File: src/rtl/duplex_sq_pkg.sv
package duplex_sq_pkg;

  // Number of distinct digit pairs (i >= j) for n digits.
  function automatic int pair_count(input int n);
    return (n * (n + 1)) / 2;
  endfunction

  // Flat slot index of the product of digit i and digit j, with i >= j.
  function automatic int pair_slot(input int i, input int j);
    return (i * (i + 1)) / 2 + j;
  endfunction

  // Width needed to hold one column sum.
  function automatic int column_width(input int digit_w, input int n);
    return 2 * digit_w + $clog2(n + 1) + 1;
  endfunction

endpackage

File: src/rtl/digit_square.sv
module digit_square #(
  parameter int DW = 4,
  localparam int PW = 2 * DW
) (
  input  logic [DW-1:0] a,
  output logic [PW-1:0] sq
);

  // Bit-level duplex: each bit enters once at weight 2i, each bit pair
  // (i > j) enters once at weight i+j+1, the doubling folded into the shift.
  always_comb begin
    logic [PW-1:0] acc;
    acc = '0;
    for (int i = 0; i < DW; i++) begin
      acc = acc + (PW'(a[i]) << (2 * i));
      for (int j = 0; j < i; j++) begin
        acc = acc + (PW'(a[i] & a[j]) << (i + j + 1));
      end
    end
    sq = acc;
  end

  always_comb begin
    p_digit_square_r1: assert (sq == PW'(PW'(a) * PW'(a)));
  end

endmodule

File: src/rtl/digit_mult.sv
module digit_mult #(
  parameter int DW = 4,
  localparam int PW = 2 * DW
) (
  input  logic [DW-1:0] a,
  input  logic [DW-1:0] b,
  output logic [PW-1:0] p
);

  // Shift-add array of DW partial products.
  logic [PW-1:0] partial [DW];

  generate
    for (genvar gi = 0; gi < DW; gi++) begin : g_row
      assign partial[gi] = b[gi] ? (PW'(a) << gi) : '0;
    end
  endgenerate

  always_comb begin
    logic [PW-1:0] acc;
    acc = '0;
    for (int i = 0; i < DW; i++) begin
      acc = acc + partial[i];
    end
    p = acc;
  end

  always_comb begin
    p_digit_mult_r1: assert (p == PW'(PW'(a) * PW'(b)));
  end

endmodule

File: src/rtl/duplex_accum.sv
module duplex_accum
  import duplex_sq_pkg::*;
#(
  parameter int DW   = 4,
  parameter int NDIG = 4,
  localparam int OPW  = DW * NDIG,
  localparam int OW   = 2 * OPW
) (
  input  logic [OPW-1:0] operand,
  output logic [OW-1:0]  square
);

  localparam int PW   = 2 * DW;
  localparam int NP   = pair_count(NDIG);
  localparam int NCOL = 2 * NDIG - 1;
  localparam int CW   = column_width(DW, NDIG);
  localparam int AW   = OW + CW;

  logic [PW-1:0] prod [NP];
  logic [CW-1:0] col  [NCOL];

  // One product per unordered digit pair: squares on the diagonal,
  // general products off it.
  generate
    for (genvar gi = 0; gi < NDIG; gi++) begin : g_hi
      for (genvar gj = 0; gj <= gi; gj++) begin : g_lo
        localparam int SLOT = pair_slot(gi, gj);
        if (gi == gj) begin : g_sq
          digit_square #(.DW(DW)) u_sq (
            .a  (operand[gi*DW +: DW]),
            .sq (prod[SLOT])
          );
        end else begin : g_cross
          digit_mult #(.DW(DW)) u_mul (
            .a (operand[gi*DW +: DW]),
            .b (operand[gj*DW +: DW]),
            .p (prod[SLOT])
          );
        end
      end
    end
  endgenerate

  // Column k gathers pairs with i + j == k: a cross pair is doubled by
  // a shift, a diagonal term enters once.
  generate
    for (genvar gk = 0; gk < NCOL; gk++) begin : g_col
      always_comb begin
        logic [CW-1:0] sum;
        sum = '0;
        for (int i = 0; i < NDIG; i++) begin
          if ((gk - i) >= 0 && (gk - i) <= i) begin
            if ((gk - i) == i) begin
              sum = sum + CW'(prod[pair_slot(i, i)]);
            end else begin
              sum = sum + (CW'(prod[pair_slot(i, gk - i)]) << 1);
            end
          end
        end
        col[gk] = sum;
      end
    end
  endgenerate

  always_comb begin
    logic [AW-1:0] acc;
    acc = '0;
    for (int k = 0; k < NCOL; k++) begin
      acc = acc + (AW'(col[k]) << (DW * k));
    end
    square = acc[OW-1:0];
  end

  // Top column carries only the square of the top digit.
  always_comb begin
    p_top_column_r8: assert (col[NCOL-1] ==
                             CW'(PW'(operand[OPW-1 -: DW]) * PW'(operand[OPW-1 -: DW])));
  end

endmodule

File: src/rtl/duplex_squarer.sv
module duplex_squarer #(
  parameter int DIGIT_W    = 4,
  parameter int NUM_DIGITS = 4,
  localparam int OP_W      = DIGIT_W * NUM_DIGITS
) (
  input  logic              clk,
  input  logic              rst_n,
  input  logic              in_valid,
  output logic              in_ready,
  input  logic [OP_W-1:0]   in_operand,
  output logic              out_valid,
  input  logic              out_ready,
  output logic [2*OP_W-1:0] out_square
);

  localparam int RW = 2 * OP_W;

  logic [RW-1:0] square_comb;
  logic          take;

  duplex_accum #(.DW(DIGIT_W), .NDIG(NUM_DIGITS)) u_accum (
    .operand (in_operand),
    .square  (square_comb)
  );

  // Single output slot: free when empty or being drained this cycle.
  assign in_ready = !out_valid || out_ready;
  assign take     = in_valid && in_ready;

  always_ff @(posedge clk) begin
    if (!rst_n) begin
      out_valid  <= 1'b0;
      out_square <= '0;
    end else begin
      if (in_ready) out_valid <= in_valid;
      if (take)     out_square <= square_comb;
    end
  end

  p_square_r1: assert property (@(posedge clk) disable iff (!rst_n)
    take |=> out_square == RW'(RW'($past(in_operand)) * RW'($past(in_operand))));

  p_latency_r2: assert property (@(posedge clk) disable iff (!rst_n)
    take |=> out_valid);

  p_hold_r3: assert property (@(posedge clk) disable iff (!rst_n)
    (out_valid && !out_ready) |=> (out_valid && $stable(out_square)));

  p_ready_r4: assert property (@(posedge clk) disable iff (!rst_n)
    !out_valid |-> in_ready);

  p_idle_r7: assert property (@(posedge clk) disable iff (!rst_n)
    (in_ready && !in_valid) |=> !out_valid);

endmodule

File: config.mk
export PLATFORM = sky130hd
export DESIGN_NAME = duplex_squarer
export DESIGN_NICKNAME = d
export VERILOG_FILES = /design/src/rtl/duplex_sq_pkg.sv /design/src/rtl/digit_square.sv /design/src/rtl/digit_mult.sv /design/src/rtl/duplex_accum.sv /design/src/rtl/duplex_squarer.sv
export SDC_FILE = /design/constraint.sdc
export NUM_CORES = 1
export LEC_CHECK = 0
export BUFFER_PORTS_ARGS = -buffer_cell sky130_fd_sc_hd__buf_2
export CORE_MARGIN = 2
export CORE_UTILIZATION = 55
export CTS_BUF_LIST = sky130_fd_sc_hd__clkbuf_2 sky130_fd_sc_hd__clkbuf_4 sky130_fd_sc_hd__clkbuf_8
export CTS_CLUSTER_SIZE = 14
export DETAILED_ROUTE_END_ITERATION = 8
export PLACE_DENSITY = 0.88
export REMOVE_ABC_BUFFERS = 1
export SLEW_MARGIN = 30
export SYNTH_ARGS = -nofsm -noshare
export SYNTH_HDL_FRONTEND = slang
export SYNTH_SLANG_ARGS = --single-unit
File: constraint.sdc
create_clock -name clk -period 7.5 [get_ports clk]
set_input_delay 1.5 -clock clk [delete_from_list [all_inputs] [get_ports clk]]
set_output_delay 1.5 -clock clk [all_outputs]
set_load 0.02 [all_outputs]
Word-level counts from Yosys, hierarchy flattened
Index checks and enable logic that the tools add are counted.

storage, ports and cells
  register bits after elaboration = 33
  latch bits = 0
  memory bits (writable) = 0
  ROM bits = 0
  input port bits = 20
  output and inout port bits = 34
  word-level logic and storage cells = 116
  memories = 0

cells by class
  $add $sub $neg = 63
  multipliers = 0
  divide/modulo/power cells = 0
  magnitude comparators = 0
  equal/unequal tests = 0
  shift-type cells = 0
  multiplexer cells = 24
  bitwise operators = 24
  reductions and logical operators = 3

operators by type and width
  cell               count
  $add 8x7->8        14
  $add 8x8->8        10
  $mux 7             6
  $add 4x5->6        6
  $mux 6             6
  $add 32x22->32     1
  $add 32x26->32     1
  $add 32x29->32     1
  $add 32x32->32     1
  $add 7x5->8        4
  $add 8x5->8        4
  $mux 5             6
  $add 6x4->7        4
  $add 5x5->6        4
  $and 1x1->1        24
  $mux 4             6
  $add 4x3->5        4
  $add 8x9->10       2
  $add 14x18->19     1
  $add 1x3->4        4
  $add 8x13->14      1
  $add 9x9->10       1
  $logic_and 1x1->1  1
  $logic_not 1->1    1
  $logic_or 1x1->1   1

Depth between registers and ports, before layout
Gate-level depths: netlist of run 1.

  depth in word-level cells = 15
  mapped depth = 32
  mapped depth without buffers = 31

Hierarchy
From an unflattened synthesis of run 1, not the netlist that was laid out.

second synthesis, totals
  cell total of the unflattened synthesis = 785
  area total of the unflattened synthesis = 6785.3 sq um

by module, submodules not included
  module          times used  cells each  area each (sq um)  sequential area each (sq um)
  duplex_accum    1           293         2379.8             0.0
  digit_mult      6           42          385.4              0.0
  duplex_squarer  1           144         1357.6             660.6
  digit_square    4           24          183.9              0.0

Worst setup path after synthesis of run 1
No wires, ideal clock.

  path kind = input port to flip-flop
  from = input in_operand[1]
  to = register out_square[29]
  setup time = 0.121 ns
  data arrival time = 7.873 ns
  path slack = -0.494 ns
  stages on the path = 31
  path through = clkbuf_1 > and2_1 > ha_1 > fa_1 > xnor2_1 > fa_1 > inv_1 > ha_1 > fa_1 > ha_1 > a21oi_1 > nor2b_1 > o21ai_0 > nand2_1 > xnor2_1 > ha_1 > and4_1 > a21oi_1 > o21ai_0 > a31oi_1 > nor3b_1 > o21ai_0 > fa_1 > inv_1 > ha_1 > and3_1 > a221o_1 > a31oi_1 > o21ai_0 > a311oi_1 > o31ai_1

on the way
  longest elaborated chain between the ends = 15
  elaborated cells between the ends (all ways) = 32

RTL lines
  element                                            line                                    text
  start: declaration                                 duplex_squarer.sv:10                    input logic [OP_W-1:0] in_operand,
  $add 1x3->4 / $and 1x1->1 (equally long branches)  digit_square.sv:15, digit_square.sv:17
  $add 4x3->5                                        digit_square.sv:17                      acc = acc + (PW'(a[i] & a[j]) << (i + j + 1));
  $add 5x5->6                                        digit_square.sv:15                      acc = acc + (PW'(a[i]) << (2 * i));
  $add 6x4->7                                        digit_square.sv:17
  $add 7x5->8                                        digit_square.sv:17
  $add 8x7->8                                        digit_square.sv:15
  $add 8x5->8                                        digit_square.sv:17
  $add 8x8->8                                        digit_square.sv:17
  $add 8x7->8                                        digit_square.sv:17
  $add 8x13->14                                      duplex_accum.sv:69                      acc = acc + (AW'(col[k]) << (DW * k));
  $add 14x18->19                                     duplex_accum.sv:69
  $add 32x22->32 *                                   duplex_accum.sv:69
  $add 32x26->32 *                                   duplex_accum.sv:69
  $add 32x29->32 *                                   duplex_accum.sv:69
  $add 32x32->32 *                                   duplex_accum.sv:69
  end signal: assignment                             duplex_squarer.sv:36                    if (take) out_square <= square_comb;
  end: declaration                                   duplex_squarer.sv:13                    output logic [2*OP_W-1:0] out_square

Every way passes the cells marked *; elsewhere a longest branch is shown, timed or not.
A chain may end at the register's enable or synchronous reset.

Worst setup path after layout of run 1
  from = input in_operand[5]
  to = register out_square[31]

on the way
  longest elaborated chain between the ends = 15
  elaborated cells between the ends (all ways) = 36

RTL lines
  element                                            line                                    text
  $add 1x3->4 / $and 1x1->1 (equally long branches)  digit_square.sv:15, digit_square.sv:17
  $add 4x3->5                                        digit_square.sv:17
  $add 5x5->6                                        digit_square.sv:15
  $add 6x4->7                                        digit_square.sv:17
  $add 7x5->8                                        digit_square.sv:17
  $add 8x7->8                                        digit_square.sv:15
  $add 8x5->8                                        digit_square.sv:17
  $add 8x8->8                                        digit_square.sv:17
  $add 8x7->8                                        digit_square.sv:17
  $add 8x9->10                                       duplex_accum.sv:56                      sum = sum + (CW'(prod[pair_slot(i, gk - i)]) << 1);
  $add 14x18->19                                     duplex_accum.sv:69
  $add 32x22->32                                     duplex_accum.sv:69
  $add 32x26->32 *                                   duplex_accum.sv:69
  $add 32x29->32 *                                   duplex_accum.sv:69
  $add 32x32->32 *                                   duplex_accum.sv:69

Marks and branches as above.

==> results.json, run 1 <==
{
  "status": "finished with violations",
  "violations": "setup timing",
  "numCtsBuffers": 5,
  "rsz0062_at_grt": "yes",
  "grt_start_max_net_pins": 36,
  "die_width_um": 112,
  "track_usage_pct": 29.7,
  "p_leak_nw": 4.29,
  "syn_area_sq_mm": 0.00644,
  "cts_sinks": 32,
  "htree_levels": 2,
  "slew_viol_final": 0,
  "finalSetupViolations": 10,
  "row_count": 39,
  "final_cell_mix": "112 x buf_4, 101 x ha_1, 92 x nand2_1",
  "finalCritPeriodShare_pct": 105,
  "crit_fanout": 7,
  "portBuffers": 52,
  "dieArea_sq_mm": 0.0126,
  "core_area_sq_mm": 0.0114,
  "die_h_um": 112,
  "worstSetupEndpointType": "register",
  "first_pass_iters": 9,
  "ys_async_sr_fraction_pct": 0,
  "avgRoutedWirePerCell_um": 20.6,
  "max-slew-margin-rel_pct": 46.7,
  "ys_top_cells_by_area": "ha_1 23%, fa_1 13%, dfxtp_1 9.9%",
  "placed_cell_area_sq_mm": 0.00756,
  "fin_nets": 1125,
  "grt_pass1_wl_um": 31400,
  "ant_nets": 0,
  "fill_cells": 712,
  "pre_cts_ws_ns": -0.798,
  "place_hpwl_um": 14100,
  "drc": 0,
  "routed-via-count": 7105,
  "io_pins": 54,
  "hold_path_class": "reg2reg",
  "period_minus_slack_ns": 7.86,
  "clk_path_buf_depth": 2,
  "synth.distinct_cells": 57,
  "ctsRootBufferMaster": "clkbuf_8",
  "netlist_instances": 799,
  "first_global_vias": 6841,
  "avgSynthCellArea_sq_um": 8.06,
  "worstPathRequired_ns": 7.71,
  "synth_warnings": 0,
  "clk_pin_slew_ns": 0.07,
  "synth_edf_count": 0,
  "fin_skew_ns": 0.00809,
  "drt-total-wl_um": 22500,
  "grt_overflow": 0,
  "crit_type": "in2reg",
  "yosysSeqAreaShare_pct": 9.95,
  "tightest_slew_ns": 0.798,
  "drt-initial-drc-count": 1061,
  "start_util_pct": 56.4,
  "syn_to_final_growth_pct": 27.2,
  "hold_viol_final": 0,
  "start_kind": "input port",
  "insertion_delay_ns": 0.29,
  "place.gp.congestion": 0.878,
  "arrival_ns": 8.06,
  "yosysTopAreaCell": "ha_1",
  "antenna_found_initial": 0,
  "synth-main-ff-cell": "dfxtp_1",
  "ctsHoldBuffers": 0,
  "post-route-util_pct": 71.8,
  "layout-drive-gt1-share_pct": 28.0,
  "cts_tree": "done",
  "fmax_ghz": 0.127,
  "via_per_inst": 6.51,
  "ys_ff_latch": 32,
  "fin_ws_ns": -0.357,
  "irDropWorstVdd_mv": 0.381,
  "maxCapViolCount": 0,
  "power.density_mw_per_mm2": 368,
  "diodes": 0,
  "synth_top_area_share_pct": 22.5,
  "fin_area_sq_mm": 0.00819,
  "layout_commonest_cell": "buf_4"
}
==> stage by stage <==
step / power, mW / setup TNS (ns) / std cells / hold slack, ns
floorplan: 1.47 / -1.01 / 771 / 0.530
global placement: 2.10 / -3.29 / 1071 / 0.436
detailed placement: 2.18 / -5.66 / 1071 / 0.444
CTS: 2.50 / 0 / 1085 / 0.453
global route: 3.15 / -4.29 / 1091 / 0.478
finish: 3.01 / -2.42 / 1091 / 0.454
==> final cells by class <==
class	count	area, sq um	share of cell area (%)
Inverter	72	270	3.30
Sequential cell	32	641	7.82
Tap cell	143	179	2.18
Multi-Input combinational cell	667	5820	71.0
Clock buffer	6	76.3	0.931
Clock inverter	2	35.0	0.428
Timing Repair Buffer	169	1170	14.3
==> kinds of logic (layout without fill, tap and decap cells) <==
| group | Yosys count | in the layout | synth area share [%] |
|---|---|---|---|
| AND/OR/NAND/NOR | 244 | 244 | 19.5 |
| AO/OA/AOI/OAI | 202 | 202 | 20.6 |
| adder cells (fa/ha/maj) | 158 | 158 | 35.6 |
| buffers and inverters | 100 | 249 | 5.89 |
| XOR/XNOR | 62 | 62 | 8.43 |
| flip-flops | 32 | 32 | 9.95 |
| other | 1 | 1 | 0.0582 |
==> synth_stat cells, types with 2 or more instances <==
master    number
a211o_1        5
a211oi_1      13
a21o_1        39
a21oi_1       66
a311o_1        2
a31oi_1       11
and2_1        64
and3_1         4
and4_1         2
buf_1          3
clkbuf_1      24
dfxtp_1       32
fa_1          42
ha_1         116
inv_1         72
nand2_1       92
nand2b_1       5
nand3_1       12
nand3b_1       3
nand4_1        2
nand4b_1       2
nor2_1        19
nor2b_1       14
nor3_1         7
nor4_1         2
o211ai_1       7
o21a_1        11
o21ai_0       28
o21bai_1       3
o31ai_1        3
or2_2          6
or3_1          2
or4_1          2
xnor2_1       45
xor2_1        17
==> registers in the layout (all words and copies together), names as in the netlist <==
signal	flops
out_valid	1
out_square	31
==> critical path, cell delays in order <==
cell and delay (ns):
buf_2 0.13, buf_4 0.14, buf_4 0.16, and2_4 0.17
ha_1 0.28, a21o_1 0.19, a21oi_2 0.18, xnor2_2 0.08
fa_1 0.50, inv_2 0.05, fa_2 0.38, xor2_2 0.17
ha_1 0.37, and2_1 0.24, a2111oi_4 0.40, or4b_4 0.54
a21oi_4 0.21, o221ai_4 0.14, xnor2_2 0.17, fa_2 0.38
inv_2 0.14, ha_4 0.23, and3_4 0.16, a221o_1 0.38
a31oi_4 0.22, o211ai_1 0.14, a21o_1 0.20, a31oi_1 0.19
==> report_power, final <==
part           leakage (nW)  internal (mW)  switching (mW)  total [mW]
sequential            0.264          0.215          0.0243       0.240
clock                0.0586          0.102          0.0641       0.166
combinational          3.97           1.22            1.38        2.61
total                  4.29           1.54            1.47        3.01
==> metal layers <==
layer,routed length (um),track usage (%),vias up
met1,8010,35.3,3305
li1,-,-,3056
met3,1980,2.54,183
met4,1780,14.7,0
met5,0,0,-
met2,10700,53.9,561
==> path summary, 6_finish.rpt <==
path              slack, ns           from  depth (start not counted)        endpoint
setup / recovery      -0.36  in_operand[5]                         28  out_square[31]
hold reg to reg        0.45  out_square[7]                          2   out_square[7]
hold / removal         0.45  out_square[7]                          2   out_square[7]
setup reg to reg       5.81      out_valid                          4  out_square[15]
==> timing repair <==
action,CTS,global route
endpoints found under the setup margin,11,12
buffers inserted,7,6
hold endpoints to repair,0,0
pin swaps,52,48
resized for setup,59,44
No activity file was read; power rests on OpenSTA's default activity.
==> inputs of run 2 (changes only) <==
==> constraint.sdc (replaced) <==
create_clock -name clk -period 7.5 [get_ports clk]
set_input_delay 1.125 -clock clk [delete_from_list [all_inputs] [get_ports clk]]
set_output_delay 1.125 -clock clk [all_outputs]
set_load 0.02 [all_outputs]
==> results.json, run 2 (same netlist as run 1, synthesis figures left out) <==
{
  "status": "complete, no violations",
  "io_pins": 54,
  "htree_levels": 2,
  "die_width_um": 112,
  "fill_cells": 851,
  "fmax_ghz": 0.136,
  "crit_slowest_cell": "fa_2",
  "period_minus_slack_ns": 7.35,
  "power.density_mw_per_mm2": 315,
  "insertion_delay_ns": 0.28,
  "finalSetupViolations": 0,
  "tightest_slew_ns": 0.805,
  "hold_viol_final": 0,
  "max-slew-margin-rel_pct": 46.2,
  "syn_to_final_growth_pct": 18.6,
  "largest_reg_flops": 31,
  "finalCritPeriodShare_pct": 98.0,
  "grt_start_max_net_pins": 36,
  "crit_fanout": 5,
  "avgRoutedWirePerCell_um": 16.1,
  "first_pass_iters": 7,
  "fin_skew_ns": 0.00391,
  "crit_type": "in2reg",
  "drt-total-wl_um": 16900,
  "grt_pass1_wl_um": 27400,
  "dieArea_sq_mm": 0.0126,
  "top_regs": "out_square: 31 flops, out_valid: 1 flops",
  "worstSetupEndpointType": "register",
  "p_leak_nw": 4.07,
  "drt-initial-drc-count": 503,
  "pre_cts_ws_ns": -0.353,
  "cts_sinks": 32,
  "arrival_ns": 7.56,
  "ctsHoldBuffers": 0,
  "layout-drive-gt1-share_pct": 19.0,
  "multiInputGateArea_sq_mm": 0.00555,
  "worstPathRequired_ns": 7.71,
  "tns_ns": 0,
  "grt_overflow": 0,
  "drc": 0,
  "clk_pin_slew_ns": 0.07,
  "portBuffers": 52,
  "die_h_um": 112,
  "ff_latch_area_sq_um": 641,
  "layout_commonest_cell": "ha_1",
  "via_per_inst": 5.88,
  "regMostFlops": "out_square",
  "place_hpwl_um": 13200,
  "cts_tree": "done",
  "first_global_vias": 6102,
  "maxCapViolCount": 0,
  "irDropWorstVdd_mv": 0.367,
  "final_cell_mix": "113 x ha_1, 92 x nand2_1, 75 x buf_4",
  "fin_nets": 1086,
  "clk_path_buf_depth": 2,
  "max_stage_delay_ns": 0.58,
  "hold_path_class": "reg2reg",
  "track_usage_pct": 25.7,
  "numCtsBuffers": 5,
  "diodes": 0,
  "ctsRootBufferMaster": "clkbuf_8",
  "fin_hold_ws_ns": 0.449,
  "routed-via-count": 6189,
  "worst_path_most_repeated_cell": "a21oi_1",
  "row_count": 39,
  "place.gp.congestion": 0.887,
  "antenna_found_initial": 0,
  "ant_nets": 0,
  "core_area_sq_mm": 0.0114,
  "slew_viol_final": 0,
  "fin_ws_ns": 0.146,
  "p_total_mw": 2.41,
  "start_kind": "input port",
  "start_util_pct": 56.4
}
## run 2: cell types whose count changed in the layout (fill, tap and decap cells not counted), sizes merged
cell / change
buf: -39
## run 2: metal layers
layer	GRT usage [%]	vias to the layer above	wire length [um]
met3	0.972	38	666
li1	-	2983	-
met5	0	-	0
met1	33.2	2969	7240
met2	46.2	199	8500
met4	8.54	0	522
## run 2: power breakdown
group | switching [mW] | internal, mW | total (mW)
Combinational | 1.05 | 0.954 | 2.01
Clock | 0.0619 | 0.102 | 0.164
Sequential | 0.0220 | 0.215 | 0.237
## run 2: area by class of cell
type                    instances  share of cell area, %
multi-input cells             667                   72.7
repair buffers                130                   11.6
flip-flops and latches         32                   8.39
inverters                      72                   3.54
well taps                     143                   2.34
clock buffers                   6                  0.999
clock inverters                 2                  0.459
## run 2: path summary, 6_finish.rpt
path             startpoint             end  slack (ns)  cells after the start
max           in_operand[1]  out_square[25]        0.15                     31
min reg2reg  out_square[10]  out_square[10]        0.45                      2
min          out_square[10]  out_square[10]        0.45                      2
max reg2reg       out_valid  out_square[15]        5.81                      4
## run 2: repair_timing
item | CTS | global route
resized for setup | 2 | 30
setup endpoints to repair | 4 | 11
pin swaps | 0 | 19
setup buffers | 0 | 5
## run 2: worst max-delay path: cells and delay by family
family	cells	cell delay, ns
AO/OA/AOI/OAI	10	1.52
XOR/XNOR	2	0.27
adder cells (fa/ha/maj)	9	3.28
buffers and inverters	4	0.41
AND/OR/NAND/NOR	6	0.97
## run 2: metrics by stage
step | instances | instance area (sq um) | util [%]
global route | 1052 | 7640 | 66.9
floorplan | 771 | 6330 | -
global placement | 1039 | 7360 | 64.4
CTS | 1047 | 7480 | 65.5
finish | 1052 | 7640 | 66.9
detailed placement | 1039 | 7360 | 64.4
